$ cat src/rtl/i2c_slv_pkg.sv
package i2c_slv_pkg;
  localparam int BYTE_W  = 8;
  localparam int STRAP_W = 3;
  localparam int BCNT_W  = $clog2(BYTE_W + 1);

  typedef enum logic [3:0] {
    ST_IDLE,
    ST_ADDR,
    ST_AACK,
    ST_CMD,
    ST_CACK,
    ST_WDAT,
    ST_WACK,
    ST_RDAT,
    ST_RACK,
    ST_WSTOP
  } slv_state_e;
endpackage

$ cat src/rtl/i2c_glitch_filter.sv
module i2c_glitch_filter #(
  parameter int   FILT_LEN = 4,
  parameter logic RST_VAL  = 1'b1
) (
  input  logic clk_i,
  input  logic rst_ni,
  input  logic raw_i,
  output logic flt_o
);
  localparam int CNT_W = $clog2(FILT_LEN + 1);
  localparam logic [CNT_W-1:0] CNT_MAX = CNT_W'(FILT_LEN - 1);

  logic [1:0]       sync_q;
  logic [CNT_W-1:0] cnt_q;
  logic             flt_q;

  always_ff @(posedge clk_i or negedge rst_ni) begin
    if (!rst_ni) begin
      sync_q <= {2{RST_VAL}};
      cnt_q  <= '0;
      flt_q  <= RST_VAL;
    end else begin
      sync_q <= {sync_q[0], raw_i};
      if (sync_q[1] != flt_q) begin
        if (cnt_q == CNT_MAX) begin
          flt_q <= sync_q[1];
          cnt_q <= '0;
        end else begin
          cnt_q <= cnt_q + 1'b1;
        end
      end else begin
        cnt_q <= '0;
      end
    end
  end

  assign flt_o = flt_q;

  // output only ever moves to the value the synchronizer has been presenting
  a_r11_filter_follows: assert property (@(posedge clk_i) disable iff (!rst_ni)
    !$stable(flt_q) |-> flt_q == $past(sync_q[1]));
endmodule

$ cat src/rtl/i2c_bus_events.sv
module i2c_bus_events (
  input  logic clk_i,
  input  logic rst_ni,
  input  logic scl_i,
  input  logic sda_i,
  output logic scl_rise_o,
  output logic scl_fall_o,
  output logic start_o,
  output logic stop_o
);
  logic scl_q, sda_q;

  always_ff @(posedge clk_i or negedge rst_ni) begin
    if (!rst_ni) begin
      scl_q <= 1'b1;
      sda_q <= 1'b1;
    end else begin
      scl_q <= scl_i;
      sda_q <= sda_i;
    end
  end

  assign scl_rise_o = scl_i & ~scl_q;
  assign scl_fall_o = ~scl_i & scl_q;
  assign start_o    = scl_i & scl_q & sda_q & ~sda_i;
  assign stop_o     = scl_i & scl_q & ~sda_q & sda_i;
endmodule

$ cat src/rtl/i2c_slv_engine.sv
module i2c_slv_engine
  import i2c_slv_pkg::*;
#(
  parameter logic [3:0] ADDR_PREFIX = 4'b0100,
  parameter int         PTR_W       = 2
) (
  input  logic                clk_i,
  input  logic                rst_ni,
  input  logic                scl_i,
  input  logic                sda_i,
  input  logic                scl_rise_i,
  input  logic                scl_fall_i,
  input  logic                start_i,
  input  logic                stop_i,
  input  logic [STRAP_W-1:0]  strap_i,
  input  logic [BYTE_W-1:0]   rdata_i,
  output logic                sda_pull_o,
  output logic [PTR_W-1:0]    addr_o,
  output logic                we_o,
  output logic [BYTE_W-1:0]   wdata_o,
  output logic                re_o
);
  localparam logic [BCNT_W-1:0] BITS_FULL = BCNT_W'(BYTE_W);
  localparam logic [BCNT_W-1:0] BITS_LAST = BCNT_W'(BYTE_W - 1);

  slv_state_e        state_q;
  logic [BCNT_W-1:0] bit_q;
  logic [BYTE_W-1:0] shreg_q;
  logic              rw_q, mack_q, drive_q;
  logic [PTR_W-1:0]  ptr_q;

  logic byte_done, addr_hit, bus_evt, load_rd;

  assign byte_done = (bit_q == BITS_FULL);
  assign addr_hit  = (shreg_q[BYTE_W-1:1] == {ADDR_PREFIX, strap_i});
  assign bus_evt   = start_i | stop_i;
  assign load_rd   = ~bus_evt & scl_fall_i &
                     (((state_q == ST_AACK) & rw_q) | ((state_q == ST_RACK) & mack_q));

  always_ff @(posedge clk_i or negedge rst_ni) begin
    if (!rst_ni) begin
      state_q <= ST_IDLE;
      bit_q   <= '0;
      shreg_q <= '0;
      rw_q    <= 1'b0;
      mack_q  <= 1'b0;
      drive_q <= 1'b0;
      ptr_q   <= '0;
    end else if (start_i) begin
      state_q <= ST_ADDR;
      bit_q   <= '0;
      drive_q <= 1'b0;
    end else if (stop_i) begin
      state_q <= ST_IDLE;
      drive_q <= 1'b0;
    end else begin
      unique case (state_q)
        ST_ADDR, ST_CMD, ST_WDAT: begin
          if (scl_rise_i && !byte_done) begin
            shreg_q <= {shreg_q[BYTE_W-2:0], sda_i};
            bit_q   <= bit_q + 1'b1;
          end else if (scl_fall_i && byte_done) begin
            bit_q <= '0;
            if (state_q == ST_ADDR) begin
              if (addr_hit) begin
                state_q <= ST_AACK;
                rw_q    <= shreg_q[0];
                drive_q <= 1'b1;
              end else begin
                state_q <= ST_IDLE;
              end
            end else if (state_q == ST_CMD) begin
              ptr_q   <= shreg_q[PTR_W-1:0];
              state_q <= ST_CACK;
              drive_q <= 1'b1;
            end else begin
              state_q <= ST_WACK;
              drive_q <= 1'b1;
            end
          end
        end
        ST_AACK: begin
          if (scl_fall_i) begin
            bit_q <= '0;
            if (rw_q) begin
              state_q <= ST_RDAT;
              shreg_q <= rdata_i;
              drive_q <= ~rdata_i[BYTE_W-1];
            end else begin
              state_q <= ST_CMD;
              drive_q <= 1'b0;
            end
          end
        end
        ST_CACK, ST_WACK: begin
          if (scl_fall_i) begin
            state_q <= ST_WDAT;
            bit_q   <= '0;
            drive_q <= 1'b0;
          end
        end
        ST_RDAT: begin
          if (scl_fall_i) begin
            if (bit_q == BITS_LAST) begin
              state_q <= ST_RACK;
              drive_q <= 1'b0;
            end else begin
              bit_q   <= bit_q + 1'b1;
              shreg_q <= {shreg_q[BYTE_W-2:0], 1'b0};
              drive_q <= ~shreg_q[BYTE_W-2];
            end
          end
        end
        ST_RACK: begin
          if (scl_rise_i) begin
            mack_q <= ~sda_i;
          end else if (scl_fall_i) begin
            bit_q <= '0;
            if (mack_q) begin
              state_q <= ST_RDAT;
              shreg_q <= rdata_i;
              drive_q <= ~rdata_i[BYTE_W-1];
            end else begin
              state_q <= ST_WSTOP;
              drive_q <= 1'b0;
            end
          end
        end
        default: ;
      endcase
    end
  end

  assign sda_pull_o = drive_q;
  assign addr_o     = ptr_q;
  assign wdata_o    = shreg_q;
  assign we_o       = ~bus_evt & scl_fall_i & byte_done & (state_q == ST_WDAT) & (ptr_q != '0);
  assign re_o       = load_rd;

  // drive moves only while the filtered clock is low
  a_r12_drive_scl_low: assert property (@(posedge clk_i) disable iff (!rst_ni)
    (!$stable(drive_q) && !$past(start_i) && !$past(stop_i)) |-> !scl_i);
  a_r13_stop_idle: assert property (@(posedge clk_i) disable iff (!rst_ni)
    stop_i |=> state_q == ST_IDLE);
  a_r10_start_keeps_ptr: assert property (@(posedge clk_i) disable iff (!rst_ni)
    start_i |=> (state_q == ST_ADDR) && $stable(ptr_q));
  a_r6_write_then_ack: assert property (@(posedge clk_i) disable iff (!rst_ni)
    we_o |=> state_q == ST_WACK);
  a_r8_read_then_send: assert property (@(posedge clk_i) disable iff (!rst_ni)
    re_o |=> state_q == ST_RDAT);
  a_r6_strobes_exclusive: assert property (@(posedge clk_i) disable iff (!rst_ni)
    $onehot0({we_o, re_o}));
endmodule

$ cat src/rtl/i2c_regport_slave.sv
module i2c_regport_slave
  import i2c_slv_pkg::*;
#(
  parameter logic [3:0] ADDR_PREFIX = 4'b0100,
  parameter int         FILT_LEN    = 4,
  parameter int         PTR_W       = 2
) (
  input  logic               clk_i,
  input  logic               rst_ni,
  input  logic               scl_i,
  input  logic               sda_i,
  input  logic [2:0]         strap_i,
  output logic               sda_pull_o,
  output logic [PTR_W-1:0]   reg_addr_o,
  output logic               reg_wr_o,
  output logic [7:0]         reg_wdata_o,
  output logic               reg_rd_o,
  input  logic [7:0]         reg_rdata_i
);
  localparam int N_LINES = 2;

  logic [N_LINES-1:0] raw_lines, flt_lines;
  logic scl_rise, scl_fall, start_det, stop_det;

  assign raw_lines = {sda_i, scl_i};

  for (genvar g = 0; g < N_LINES; g++) begin : g_filt
    i2c_glitch_filter #(
      .FILT_LEN (FILT_LEN),
      .RST_VAL  (1'b1)
    ) u_filt (
      .clk_i  (clk_i),
      .rst_ni (rst_ni),
      .raw_i  (raw_lines[g]),
      .flt_o  (flt_lines[g])
    );
  end

  i2c_bus_events u_events (
    .clk_i      (clk_i),
    .rst_ni     (rst_ni),
    .scl_i      (flt_lines[0]),
    .sda_i      (flt_lines[1]),
    .scl_rise_o (scl_rise),
    .scl_fall_o (scl_fall),
    .start_o    (start_det),
    .stop_o     (stop_det)
  );

  i2c_slv_engine #(
    .ADDR_PREFIX (ADDR_PREFIX),
    .PTR_W       (PTR_W)
  ) u_engine (
    .clk_i      (clk_i),
    .rst_ni     (rst_ni),
    .scl_i      (flt_lines[0]),
    .sda_i      (flt_lines[1]),
    .scl_rise_i (scl_rise),
    .scl_fall_i (scl_fall),
    .start_i    (start_det),
    .stop_i     (stop_det),
    .strap_i    (strap_i),
    .rdata_i    (reg_rdata_i),
    .sda_pull_o (sda_pull_o),
    .addr_o     (reg_addr_o),
    .we_o       (reg_wr_o),
    .wdata_o    (reg_wdata_o),
    .re_o       (reg_rd_o)
  );
endmodule

$ cat config.mk
export PLATFORM = sky130hd
export DESIGN_NAME = i2c_regport_slave
export DESIGN_NICKNAME = d
export VERILOG_FILES = /design/src/rtl/i2c_slv_pkg.sv /design/src/rtl/i2c_glitch_filter.sv /design/src/rtl/i2c_bus_events.sv /design/src/rtl/i2c_slv_engine.sv /design/src/rtl/i2c_regport_slave.sv
export SDC_FILE = /design/constraint.sdc
export NUM_CORES = 1
export LEC_CHECK = 0
export BUFFER_PORTS_ARGS = -buffer_cell sky130_fd_sc_hd__buf_2
export CAP_MARGIN = 20
export CORE_MARGIN = 1.5
export CORE_UTILIZATION = 35
export DETAILED_ROUTE_END_ITERATION = 6
export PLACE_DENSITY_LB_ADDON = 0.3
export SETUP_SLACK_MARGIN = 0.1
export SYNTH_ARGS = -nofsm -noshare
export SYNTH_HDL_FRONTEND = slang
export SYNTH_HIERARCHICAL = 1
export SYNTH_SLANG_ARGS = --single-unit
$ cat constraint.sdc
create_clock -name clk_i -period 3 [get_ports clk_i]
set_input_delay 0.6 -clock clk_i [delete_from_list [all_inputs] [get_ports clk_i]]
set_output_delay 0.6 -clock clk_i [all_outputs]
set_load 0.05 [all_outputs]
---- Yosys cells after proc, flatten, opt, wreduce, memory -nomap -nowiden ----
Cells that the tools add are included.
storage, ports and cells
  register bits after elaboration ......... 35
  output and inout port bits .............. 13
  word-level logic and storage cells ...... 154
cells by class
  $add $sub $neg .......................... 3
  equal/unequal tests ..................... 37
  muxes and demuxes ....................... 53
  bitwise logic cells ..................... 27
  reduce and logical (&&, ||, !) cells .... 19
operator list
  cell                                                                      number
  4-bit two-way mux                                                         20
  8-bit two-way mux                                                         8
  8-bit case mux with 4 select lines                                        1
  4-bit by 1-bit inequality test with 1-bit output (second input constant)  7
  4-bit by 3-bit equality test with 1-bit output (second input constant)    5
  4-bit case mux with 5 select lines                                        1
  9-bit AND reduction                                                       2
  4-bit case mux with 4 select lines                                        1
  3-bit two-way mux                                                         5
  1-bit bitwise AND                                                         14
  1-bit two-way mux                                                         14
  2-bit by 1-bit inequality test with 1-bit output (second input constant)  7
  7-bit AND reduction                                                       2
  1-bit inverter                                                            11
  11-bit AND reduction                                                      1
  4-bit by 2-bit equality test with 1-bit output (second input constant)    2
  4-bit equality test (second input constant)                               2
  7-bit by 6-bit equality test with 1-bit output                            1
  7-bit nonzero test                                                        1
  3-bit by 1-bit adder with 3-bit output (second input constant)            2
  3-bit by 2-bit equality test with 1-bit output (second input constant)    2
  6-bit AND reduction                                                       1
  3-bit OR reduction                                                        2
  5-bit by 2-bit inequality test with 1-bit output (second input constant)  1
  20 further kinds                                                          26

---- Logic depth before layout (Yosys ltp) ----
  word-level depth ........................ 9
  gate-level depth with buffers ........... 7

---- Hierarchy ----
The synthesis kept the hierarchy.
modules (own cells, without submodules)
  module             times used  cells each  area each (um2)  sequential area each (um2)
  i2c_slv_engine     1           165         1520.2           525.5
  i2c_glitch_filter  2           13          220.2            153.9
  i2c_bus_events     1           6           85.1             52.6

---- Worst setup path before layout ----
Ideal clock, no wire load.
  path kind ............................... register -> output
  start point ............................. register g_filt[1].u_filt.flt_q
  end point ............................... output reg_wr_o
  data arrival time ....................... 2.968 ns
  data required time ...................... 2.400 ns
  slack ................................... -0.568 ns
  stages on the path, launching flop included .. 6
  cells stage by stage .................... dfstp_2 and4b_1 clkbuf_1 nor2_1 nand4_1 nor4_1
between the ends
  word-level cells in the longest chain between the ends .. 8
ends and longest elaborated chain
  item                            line                     source
  start, declared                 i2c_glitch_filter.sv:15  logic flt_q;
  start signal, assigned          i2c_glitch_filter.sv:26  flt_q <= sync_q[1];
  1-bit inverter                  i2c_bus_events.sv:25     assign start_o = scl_i & scl_q & sda_q & ~sda_i;
  1-bit bitwise AND               i2c_bus_events.sv:25
  net start_det                   i2c_regport_slave.sv:23  logic scl_rise, scl_fall, start_det, stop_det;
  1-bit bitwise OR                i2c_slv_engine.sv:36     assign bus_evt = start_i | stop_i;
  1-bit inverter                  i2c_slv_engine.sv:137    assign we_o = ~bus_evt & scl_fall_i & byte_done & (state_q == ST_WDAT) & (ptr_q != '0);
  1-bit bitwise AND (4 in a row)  i2c_slv_engine.sv:137
  end, declared                   i2c_regport_slave.sv:15  output logic reg_wr_o,
The timed path passes the listed nets, and every way through them passes these cells.

---- Worst setup path in the final report ----
Same ends and word-level chain as after synthesis.

==> key figures <==
Floorplanning
  – Core Rows: 27
  – Chip Height: 79.5 um
  – CORE AREA: 5570 um2
  – Initial Util: 36.7%
  – I/O pin total: 28
  – DIE WIDTH: 79.5 um
  – Total die area: 6310 um2

Setup path
  – Critical-path maximum fanout: 9
  – Worst EP required: 2.40 ns
  – Startpoint Class: register
  – CP Capture Type: output pin
  – CP arrival: 2.14 ns
  – Setup CP Type: register to output pin

Placed design
  – Dpl cells: 294
  – RePlAce Congestion: 0.859
  – Post-DP HPWL: 3150 um
  – Port buffer count: 27

Global route
  – Congestion Overflow GR: 0
  – Largest net degree at the start of global routing: 36
  – Initial antenna violation count: 0
  – Vias in the first global route: 1669
  – GRT Overall Usage: 15.6%
  – First-pass GRT wire length: 7860 um

Logic synthesis
  – Synthesized flop and latch total: 35
  – Post-synthesis sequential area ratio: 43.3%
  – Yosys warning count: 6
  – Gate count after technology mapping: 197
  – Mapped Area: 2050 um2
  – Yosys top cell by area: dfrtp_1
  – Syn Area/Cell: 10.4 um2
  – Post-synth EDFFs: 0
  – Synth cell types: 48
  – Post-synth ARST share: 100%
  – Top cell type's share of synthesized area: 33.0%
  – Post-synth top flop: dfrtp_1
  – Dominant cells by area after synthesis: dfrtp_1, mux2_2, dfstp_2, nand2_1, ha_1
  – Syn Nets: 216

CTS
  – Longest Clk Path Bufs: 2
  – Post-CTS sizing: 0
  – CTS tree: built
  – H-tree depth: 2
  – CTS Buf Count: 5
  – Post-CTS setup buffer count: 0
  – CTS root buf: clkbuf_8
  – Sink Count: 35
  – Worst-path clk slew: 0.07 ns
  – Hold_buf cts: 0
  – Latest clock arrival within the worst-skew pair: 0.28 ns

Power and ir drop
  – VDD IR max: 581 uV
  – Lkg Pwr: 0.00101 uW
  – Pwr dens: 1070 nW/um2

Final layout
  – Fin cells: 302
  – Share of cells above drive strength 1: 33.5%
  – Area grow syn2layout: 17.0%
  – N_diodes: 0
  – Final net count: 248

Drt
  – 1st-iter DRT viols: 155
  – WL final: 4390 um
  – Pre-antenna DRT Iters: 4
  – Via count: 1657
  – # DRC: 0
  – Remaining antenna violation count: 0
  – Drt wl/cell: 14.5 um
  – DR vias/cell: 5.49

STA
  – Endpoints failing hold: 0
  – Slew @ Worst Pin: 0.788 ns
  – Crit path time final: 2.74 ns
  – Hold WS: 0.357 ns
  – Max_slew headroom: 47.5%
  – Final setup fails: 0
  – Final Max Slew Viols: 0
  – RSZ-0062 raised after global routing: no
  – Clk_skew: 0.00257 ns
  – Peak Freq: 0.365 GHz
  – Fin crit share: 91.4%
  – Total negative slack: 0 ns

Run
  – Max Cap Viol: 0

Hold path
  – Worst hold path type: register to register

Outcome
  – Status: finished, final reports clean
[routing by layer]
| metal | wire length (um) | vias to the layer above | part of all wire (%) | global-route usage (%) |
|---|---|---|---|---|
| li1 | - | 794 | - | - |
| met3 | 203 | 11 | 4.6 | 2.97 |
| met5 | 0 | - | 0 | 0 |
| met1 | 2050 | 800 | 47 | 21.2 |
| met2 | 2040 | 52 | 47 | 24.3 |
| met4 | 86 | 0 | 2.0 | 6.49 |
[cells by family (layout without fill, tap and decap cells)]
family,count (synthesis),after routing,synth area share (%)
compound gates,38,38,13.5
mux,23,23,12.5
buf+inv,13,46,2.57
simple gates,79,79,23.6
xor+xnor,5,5,2.14
flops,35,35,43.3
fa+ha+maj,4,4,2.45
[cell usage after synthesis, drive strengths merged, types with 3 or more instances]
cell	instances
nand3	5
nor3	5
a211oi	3
nand4	5
nor3b	5
nor2b	7
dfrtp	27
dfstp	8
mux2	20
xnor2	5
nand3b	3
nand2b	5
nor2	12
mux2i	3
clkbuf	3
inv	7
a21oi	7
nand2	14
nor4	3
buf	3
ha	4
o21ai	10
[worst paths after layout]
kind,start,end,slack (ns),cells after the start
hold reg to reg,g_filt[1].u_filt/sync_q[0],g_filt[1].u_filt/sync_q[1],0.36,0
hold / removal,g_filt[1].u_filt/sync_q[0],g_filt[1].u_filt/sync_q[1],0.36,0
setup / recovery,g_filt[1].u_filt/flt_o,reg_wr_o,0.26,5
setup reg to reg,g_filt[1].u_filt/flt_o,u_engine/state_q[0],0.58,5
max in group asynchronous,rst_ni,u_engine/wdata_o[6],2.11,1
min in group asynchronous,rst_ni,g_filt[0].u_filt/cnt_q[2],0.40,1
[flip-flops by register name, indices dropped and copies added, names as in the netlist]
register / count
u_engine/state_q: 4
u_events/sda_q: 1
u_engine/rw_q: 1
g_filt.u_filt/sync_q: 4
u_engine/addr_o: 2
u_engine/wdata_o: 8
g_filt.u_filt/flt_o: 2
u_engine/sda_pull_o: 1
u_engine/bit_q: 4
u_engine/mack_q: 1
u_events/scl_q: 1
g_filt.u_filt/cnt_q: 6
[final cells by class]
class                   instances  area [um2]
clock buffers                   7        96.3
clock inverters                 1        7.51
fillers                       543        3180
inverters                       7        26.3
multi-input cells             149        1120
flip-flops and latches         35         886
well taps                      72        90.1
repair buffers                 31         165
[critical path, cell delays in order (launching register included)]
cell and delay (ns):
dfstp_2 0.58, and4b_1 0.31, nor2_1 0.20, nand4_1 0.21
nor4_4 0.26, buf_2 0.30
[power by group]
part	internal [uW]	switching [uW]
clock	209	168
combinational	573	757
sequential	647	202
[layout by cell type (no fill, tap or decap), types with 7 or more instances in the layout]
cell / n
a21oi_1: 7
buf_2: 27
clkbuf_8: 7
dfrtp_1: 27
dfstp_2: 8
inv_1: 7
mux2_2: 20
nand2_1: 14
nor2_1: 12
o21ai_0: 10
[stage by stage]
step           cell area, um2  power (uW)  util (%)  worst slack [ns]
2_1_floorplan            2060        1860         -             0.254
3_3_place_gp             2290        2170      41.1             0.592
3_5_place_dp             2290        2190      41.1             0.582
4_1_cts                  2390        2580      42.9             0.248
5_1_grt                  2390        2750      42.9             0.169
6_report                 2390        2550      42.9             0.258
Note: power is estimated with default switching activity, not from simulation.
